## config.mk

```make
export PLATFORM = sky130hd
export DESIGN_NAME = sidetone_ctrl
export DESIGN_NICKNAME = d
export VERILOG_FILES = /design/src/rtl/sidetone_pkg.sv /design/src/rtl/st_coef_mem.sv /design/src/rtl/st_coef_loader.sv /design/src/rtl/sidetone_ctrl.sv
export SDC_FILE = /design/constraint.sdc
export NUM_CORES = 2
export LEC_CHECK = 0
export BUFFER_PORTS_ARGS = -buffer_cell sky130_fd_sc_hd__clkbuf_2
export CELL_PAD_IN_SITES_DETAIL_PLACEMENT = 1
export CELL_PAD_IN_SITES_GLOBAL_PLACEMENT = 2
export CORE_MARGIN = 5
export CORE_UTILIZATION = 30
export CTS_CLUSTER_DIAMETER = 30
export CTS_CLUSTER_SIZE = 24
export DETAILED_ROUTE_END_ITERATION = 6
export PLACE_DENSITY_LB_ADDON = 0.1
export SYNTH_ARGS = -nofsm -noshare
export SYNTH_HDL_FRONTEND = slang
export SYNTH_SLANG_ARGS = --single-unit
export TNS_END_PERCENT = 50
```

## constraint.sdc

```tcl
create_clock -name clk -period 5.1 [get_ports clk]
set_input_delay 0.765 -clock clk [delete_from_list [all_inputs] [get_ports clk]]
set_output_delay 0.765 -clock clk [all_outputs]
set_load 0.03 [all_outputs]
```

## src/rtl/sidetone_pkg.sv

```systemverilog
package sidetone_pkg;
    localparam logic [7:0] OFS_REV      = 8'h00;
    localparam logic [7:0] OFS_SYSCFG   = 8'h10;
    localparam logic [7:0] OFS_IRQ_STAT = 8'h18;
    localparam logic [7:0] OFS_IRQ_EN   = 8'h1C;
    localparam logic [7:0] OFS_GAIN     = 8'h24;
    localparam logic [7:0] OFS_COEF     = 8'h28;
    localparam logic [7:0] OFS_CTRL     = 8'h2C;

    localparam int CTRL_TONE_BIT = 0;
    localparam int CTRL_ARM_BIT  = 1;
    localparam int CTRL_DONE_BIT = 2;

    typedef enum logic [1:0] {
        LD_IDLE = 2'd0,
        LD_FILL = 2'd1,
        LD_FULL = 2'd2
    } load_state_e;
endpackage

```

## src/rtl/st_coef_mem.sv

```systemverilog
module st_coef_mem #(
    parameter int DEPTH = 128,
    parameter int WIDTH = 16,
    localparam int IDX_W = $clog2(DEPTH)
) (
    input  logic             clk,
    input  logic             rst_n,
    input  logic             wr_en,
    input  logic [IDX_W-1:0] wr_idx,
    input  logic [WIDTH-1:0] wr_data,
    input  logic [IDX_W-1:0] rd_idx,
    output logic [WIDTH-1:0] rd_data
);
    logic [WIDTH-1:0] slot_q [DEPTH];

    always_ff @(posedge clk or negedge rst_n) begin
        if (!rst_n) begin
            for (int i = 0; i < DEPTH; i++) slot_q[i] <= '0;
        end else if (wr_en) begin
            slot_q[wr_idx] <= wr_data;
        end
    end

    assign rd_data = slot_q[rd_idx];
endmodule

```

## src/rtl/st_coef_loader.sv

```systemverilog
module st_coef_loader
    import sidetone_pkg::*;
#(
    parameter int NUM_TAPS = 128,
    localparam int IDX_W = $clog2(NUM_TAPS),
    localparam logic [IDX_W-1:0] LAST_IDX = IDX_W'(NUM_TAPS - 1)
) (
    input  logic             clk,
    input  logic             rst_n,
    input  logic             load_en,
    input  logic             coef_wr,
    output logic             mem_we,
    output logic [IDX_W-1:0] mem_idx,
    output logic             load_done
);
    load_state_e      state_q, state_d;
    logic [IDX_W-1:0] ptr_q, ptr_d;
    logic             last_wr;

    // State register
    always_ff @(posedge clk or negedge rst_n) begin
        if (!rst_n) begin
            state_q <= LD_IDLE;
            ptr_q   <= '0;
        end else begin
            state_q <= state_d;
            ptr_q   <= ptr_d;
        end
    end

    // Outputs
    always_comb begin
        mem_idx   = ptr_q;
        mem_we    = 1'b0;
        load_done = 1'b0;
        unique case (state_q)
            LD_IDLE: mem_we = load_en && coef_wr;
            LD_FILL: mem_we = load_en && coef_wr;
            LD_FULL: load_done = load_en;
            default: ;
        endcase
    end

    assign last_wr = mem_we && (ptr_q == LAST_IDX);

    // Next state
    always_comb begin
        state_d = state_q;
        ptr_d   = ptr_q;
        unique case (state_q)
            LD_IDLE: begin
                ptr_d = '0;
                if (load_en) begin
                    state_d = last_wr ? LD_FULL : LD_FILL;
                    if (mem_we && !last_wr) ptr_d = IDX_W'(1);
                end
            end
            LD_FILL: begin
                if (!load_en) begin
                    state_d = LD_IDLE;
                    ptr_d   = '0;
                end else if (last_wr) begin
                    state_d = LD_FULL;
                end else if (mem_we) begin
                    ptr_d = ptr_q + IDX_W'(1);
                end
            end
            LD_FULL: begin
                if (!load_en) begin
                    state_d = LD_IDLE;
                    ptr_d   = '0;
                end
            end
            default: begin
                state_d = LD_IDLE;
                ptr_d   = '0;
            end
        endcase
    end

    p_last_sets_done_r7: assert property (@(posedge clk) disable iff (!rst_n)
        (mem_we && mem_idx == LAST_IDX) |=> (state_q == LD_FULL));
    p_full_drops_writes_r8: assert property (@(posedge clk) disable iff (!rst_n)
        (state_q == LD_FULL) |-> !mem_we);
    p_disarm_clears_done_r9: assert property (@(posedge clk) disable iff (!rst_n)
        $fell(load_en) |-> !load_done);
    p_arm_starts_at_zero_r9: assert property (@(posedge clk) disable iff (!rst_n)
        $rose(load_en) |-> (mem_idx == '0));
endmodule

```

## src/rtl/sidetone_ctrl.sv

```systemverilog
module sidetone_ctrl
    import sidetone_pkg::*;
#(
    parameter int          ADDR_W    = 8,
    parameter int          NUM_TAPS  = 128,
    parameter int          COEF_W    = 16,
    parameter int          GAIN_W    = 16,
    parameter int          IRQ_W     = 4,
    parameter logic [31:0] REV_VALUE = 32'h0000_0102,
    localparam int IDX_W = $clog2(NUM_TAPS)
) (
    input  logic              clk,
    input  logic              rst_n,
    input  logic [ADDR_W-1:0] bus_addr,
    input  logic [31:0]       bus_wdata,
    input  logic              bus_wr,
    input  logic              bus_rd,
    output logic [31:0]       bus_rdata,
    input  logic [IRQ_W-1:0]  irq_event,
    input  logic [IDX_W-1:0]  coef_rd_idx,
    output logic [COEF_W-1:0] coef_rd_data,
    output logic [GAIN_W-1:0] gain_ch0,
    output logic [GAIN_W-1:0] gain_ch1,
    output logic              tone_en,
    output logic              idle_req
);
    localparam logic [ADDR_W-1:0] A_REV  = ADDR_W'(OFS_REV);
    localparam logic [ADDR_W-1:0] A_SYS  = ADDR_W'(OFS_SYSCFG);
    localparam logic [ADDR_W-1:0] A_STAT = ADDR_W'(OFS_IRQ_STAT);
    localparam logic [ADDR_W-1:0] A_IEN  = ADDR_W'(OFS_IRQ_EN);
    localparam logic [ADDR_W-1:0] A_GAIN = ADDR_W'(OFS_GAIN);
    localparam logic [ADDR_W-1:0] A_COEF = ADDR_W'(OFS_COEF);
    localparam logic [ADDR_W-1:0] A_CTRL = ADDR_W'(OFS_CTRL);

    logic                auto_idle_q;
    logic [IRQ_W-1:0]    irq_stat_q, irq_en_q, stat_clr;
    logic [2*GAIN_W-1:0] gain_q;
    logic                tone_q, arm_q;
    logic                mem_we, load_done;
    logic [IDX_W-1:0]    mem_idx;
    logic [31:0]         rd_mux;

    wire wr_sys  = bus_wr && (bus_addr == A_SYS);
    wire wr_stat = bus_wr && (bus_addr == A_STAT);
    wire wr_ien  = bus_wr && (bus_addr == A_IEN);
    wire wr_gain = bus_wr && (bus_addr == A_GAIN);
    wire wr_coef = bus_wr && (bus_addr == A_COEF);
    wire wr_ctrl = bus_wr && (bus_addr == A_CTRL);

    assign stat_clr = wr_stat ? bus_wdata[IRQ_W-1:0] : '0;

    always_ff @(posedge clk or negedge rst_n) begin
        if (!rst_n) begin
            auto_idle_q <= 1'b1;
            irq_stat_q  <= '0;
            irq_en_q    <= '0;
            gain_q      <= '0;
            tone_q      <= 1'b0;
            arm_q       <= 1'b0;
        end else begin
            irq_stat_q <= (irq_stat_q & ~stat_clr) | irq_event;
            if (wr_sys)  auto_idle_q <= bus_wdata[0];
            if (wr_ien)  irq_en_q    <= bus_wdata[IRQ_W-1:0];
            if (wr_gain) gain_q      <= bus_wdata[2*GAIN_W-1:0];
            if (wr_ctrl) begin
                tone_q <= bus_wdata[CTRL_TONE_BIT];
                arm_q  <= bus_wdata[CTRL_ARM_BIT];
            end
        end
    end

    st_coef_loader #(.NUM_TAPS(NUM_TAPS)) u_loader (
        .clk       (clk),
        .rst_n     (rst_n),
        .load_en   (arm_q),
        .coef_wr   (wr_coef),
        .mem_we    (mem_we),
        .mem_idx   (mem_idx),
        .load_done (load_done)
    );

    st_coef_mem #(.DEPTH(NUM_TAPS), .WIDTH(COEF_W)) u_mem (
        .clk     (clk),
        .rst_n   (rst_n),
        .wr_en   (mem_we),
        .wr_idx  (mem_idx),
        .wr_data (bus_wdata[COEF_W-1:0]),
        .rd_idx  (coef_rd_idx),
        .rd_data (coef_rd_data)
    );

    always_comb begin
        rd_mux = '0;
        case (bus_addr)
            A_REV:  rd_mux = REV_VALUE;
            A_SYS:  rd_mux[0] = auto_idle_q;
            A_STAT: rd_mux[IRQ_W-1:0] = irq_stat_q;
            A_IEN:  rd_mux[IRQ_W-1:0] = irq_en_q;
            A_GAIN: rd_mux[2*GAIN_W-1:0] = gain_q;
            A_CTRL: begin
                rd_mux[CTRL_TONE_BIT] = tone_q;
                rd_mux[CTRL_ARM_BIT]  = arm_q;
                rd_mux[CTRL_DONE_BIT] = load_done;
            end
            default: rd_mux = '0;
        endcase
    end

    always_ff @(posedge clk or negedge rst_n) begin
        if (!rst_n)      bus_rdata <= '0;
        else if (bus_rd) bus_rdata <= rd_mux;
        else             bus_rdata <= '0;
    end

    assign gain_ch0 = gain_q[GAIN_W-1:0];
    assign gain_ch1 = gain_q[2*GAIN_W-1:GAIN_W];
    assign tone_en  = tone_q;
    assign idle_req = auto_idle_q;

    p_rev_fixed_r3: assert property (@(posedge clk) disable iff (!rst_n)
        (bus_rd && bus_addr == A_REV) |=> (bus_rdata == REV_VALUE));
    p_gain_port_r4: assert property (@(posedge clk) disable iff (!rst_n)
        wr_gain |=> (gain_ch0 == $past(bus_wdata[GAIN_W-1:0])) &&
                    (gain_ch1 == $past(bus_wdata[2*GAIN_W-1:GAIN_W])));
    p_w1c_r10: assert property (@(posedge clk) disable iff (!rst_n)
        (wr_stat && irq_event == '0) |=>
            ((irq_stat_q & $past(bus_wdata[IRQ_W-1:0])) == '0));
    p_event_sets_r10: assert property (@(posedge clk) disable iff (!rst_n)
        (irq_event != '0) |=> ((irq_stat_q & $past(irq_event)) == $past(irq_event)));
    p_done_needs_arm_r7: assert property (@(posedge clk) disable iff (!rst_n)
        load_done |-> arm_q);
endmodule

```

==> impl_metrics.csv <==
group,metric,value,unit
power_and_ir_drop,leakage,61.5,nW
die,dieArea,342000,um^2
yosys,synth_compound_area_frac,0.00206,
power_and_ir_drop,clkPwrFrac,0.678,
cells_and_area,drive_gt1_frac,0.626,
yosys,synth_xor_area_frac,0.000177,
global_route,grt_pass1_wl,473,mm
placement,routabilityCongestion,0.720,
timing,fin_crit,4.73,ns
cts,cts_max_level,6,
cells_and_area,seq_area,53400,um^2
die,row_count,211,
yosys,syn-num-nets,5837,
global_route,antenna_found_initial,35,
global_route,gr-total-overflow,0,
power_and_ir_drop,combPwrFrac,0.027,
power_and_ir_drop,pwr-share-seq,0.296,
cells_and_area,finalCoreUtilization,0.385,
route,first_iter_violations,2479,
cts,numCtsBuffers,617,
route,vias_per_cell,4.98,
yosys,yosysWarningCount,0,
placement,dp_cells,9973,
power_and_ir_drop,netSwitchingPower,12.7,mW
timing,max_slew_margin,0.289,
cts,clkTransAtPathRegs,0.04,ns
yosys,synthAdderAreaFrac,0.000126,
yosys,synth_area_leaders,"dfrtp_1 (54%), mux2_2 (18%), mux4_2 (15%), mux2_4 (5.9%), clkbuf_1 (1.3%)",
die,fp.dieW,585,um
yosys,synth_seq_area_share,0.538,
cts,clock_path_buffers,4,
timing,tightest_slew,1.07,ns
yosys,yosys.area_share.simple,0.0217,
cells_and_area,multi_input_area,42800,um^2
cells_and_area,finalNetCount,6303,
die,die_y,585,um
worst_setup_path,critPathRequiredTime,4.34,ns
yosys,synthCells,5781,
timing,finalClockSkew,0.0449,ns
cts,ctsResizeCount,0,
route,routedWlPerCell,28.8,um
timing,finalSetupViolCount,0,
worst_setup_path,worstPathMaxFanout,24,
cells_and_area,fill_cells,32000,
worst_setup_path,critPathCaptureType,"output pin",
status,status,"finished clean",
timing,rsz0062_at_grt,"no",
timing,slew_violations,0,
die,start_util,0.301,
route,wl,320,mm
yosys,async_flop_share,1.00,
route,ant_nets,0,
route,drc,0,
cells_and_area,final_cells,11100,
timing,fmaxAchievable,211,MHz
worst_setup_path,startpoint_type,"input port",
yosys,synth_edf_count,0,
yosys,syn_avg_cell_area,17.2,um^2
power_and_ir_drop,ir_worst_vdd,0.297,mV
cts,cts.sinks,2132,
route,firstDrtPassIters,7,
cells_and_area,syn2layout_area_growth,28.1,%
worst_hold_path,holdCritPathClass,"input port to register",
power_and_ir_drop,switching_share,0.221,
yosys,synth_top_family_by_area,"multiplexers",
global_route,gr-usage-all-layers,0.187,
yosys,synthMuxAreaShare,0.406,
die,core,330000,um^2
timing,finalSetupTns,0,ns
global_route,grt_pass1_vias,63700,
placement,portBuffers,136,
timing,fin_crit_sh,0.928,
yosys,synth.largest_area_cell,"dfrtp_1",
power_and_ir_drop,finalPower,57.6,mW
cts,tritoncts,"done",
cts,clock_latency,0.99,ns
route,vias,55500,
timing,hold_viol_final,0,
worst_setup_path,arrival,3.97,ns
global_route,grt_max_degree,139,
power_and_ir_drop,p_per_area,453,nW/um^2
worst_setup_path,worstSetupPathType,"input port to output pin",
yosys,ys.flop_type,"dfrtp_1",
job,max-cap-violations,0,
yosys,mappedNetlistArea,99200,um^2
yosys,yosys_register_bits,2132,
yosys,ys_types,56,
die,pin_count,137,
placement,dp_hpwl,191,mm
cts,root_buffer,"clkbuf_16",
yosys,yosysTopAreaCellShare,0.537,
power_and_ir_drop,cell_internal_pwr,44.8,mW
==> critical path: stages <==
cell,delay (ns)
buf_8,0.20
buf_12,0.28
buf_12,0.28
buf_4,0.22
mux4_2,0.52
mux4_2,0.53
mux4_2,0.50
mux2_2,0.33
clkbuf_2,0.20
==> sequential cells by signal, summed over array words and instances, names as in the netlist <==
register	count
idle_req	1
bus_rdata	32
u_loader.mem_idx	7
u_loader.state_q	2
u_mem.slot_q	2048
irq_stat_q	4
tone_en	1
arm_q	1
irq_en_q	4
gain_q	32
==> cells in the mapped netlist, drive strengths merged, types with 3 or more instances <==
library cell / count
or4: 49
nand2: 22
nor2b: 7
o21ai: 4
inv: 5
clkbuf: 337
mux4: 672
nand3: 12
nor3: 21
dfrtp: 2131
nor2: 57
buf: 262
a21o: 4
mux2: 2104
and3: 29
mux2i: 3
nor4: 17
or3: 6
o21a: 4
a21oi: 7
==> cells in the final DEF, fill, tap and decap left out, types with 12 or more instances in the layout <==
master / instances
mux4_2: 672
nor2_2: 19
nor2_4: 12
clkbuf_1: 117
clkinvlp_4: 29
or4_1: 29
mux2_1: 97
or4_2: 20
and3_1: 29
inv_6: 14
mux2_2: 1617
dlygate4sd3_1: 21
diode_2: 16
buf_4: 241
nor4_4: 16
nand2_1: 20
clkbuf_8: 116
inv_16: 12
clkbuf_2: 115
nor3_4: 16
nor2_8: 18
bufinv_16: 70
clkbuf_16: 620
clkinv_8: 17
buf_12: 65
clkinv_2: 117
dfrtp_1: 2130
mux2_4: 390
==> kinds of logic after synthesis <==
kind of cell,after synthesis
flops,2132
xor+xnor,2
compound gates,30
buf+inv,604
fa+ha+maj,1
mux,2779
simple gates,233
==> final timing paths <==
path,endpoint,slack (ns),cells past startpoint,start
setup reg to reg,u_mem.slot_q[254],1.09,5,u_loader.state_q[1]
hold reg to reg,u_mem.slot_q[1550],0.48,1,u_mem.slot_q[1550]
hold / removal,bus_rdata[0],0.18,3,bus_addr[4]
max in group asynchronous,u_mem.slot_q[680],3.15,3,rst_n
min in group asynchronous,u_mem.slot_q[1183],0.41,2,rst_n
setup / recovery,coef_rd_data[6],0.37,9,coef_rd_idx[0]
==> routing by layer <==
metal / vias to the layer above / wire length (um) / GRT usage
met1: 31000 / 146000 / 0.257
met4: 0 / 7410 / 0.0497
met3: 450 / 10900 / 0.0289
met2: 1083 / 156000 / 0.310
met5: - / 0 / 0
li1: 23000 / - / -
==> power by group through the flow <==
stage | registers (mW) | logic [mW] | clock network [mW]
finish | 17.0 | 1.54 | 39.0
global route | 17.0 | 1.70 | 41.0
CTS | 17.0 | 1.62 | 39.9
detailed placement | 17.3 | 1.60 | 0
global placement | 17.3 | 1.58 | 0
floorplan | 17.3 | 0.644 | 0
==> metrics by stage <==
stage | hold slack [ns] | setup slack (ns) | instance area (um^2)
global route | 0.125 | 0.259 | 127000
CTS | 0.0614 | 0.292 | 127000
floorplan | 0.445 | 0.938 | 99200
finish | 0.177 | 0.367 | 127000
global placement | 0.462 | 0.341 | 105000
detailed placement | 0.471 | 0.297 | 105000
==> final cells by class <==
type	instances	area share
well taps	4366	0.0430
diodes	16	0.000315
repair buffers	446	0.0311
flip-flops and latches	2132	0.420
clock inverters	274	0.0308
clock buffers	853	0.138
inverters	5	0.000148
multi-input cells	3045	0.337
==> what timing repair did <==
action	in CTS	in global routing
hold buffers	21	0
setup endpoints to repair	0	0
endpoints found under the hold margin	66	0
setup buffers	0	0
Power figures use the tool's default switching activity.
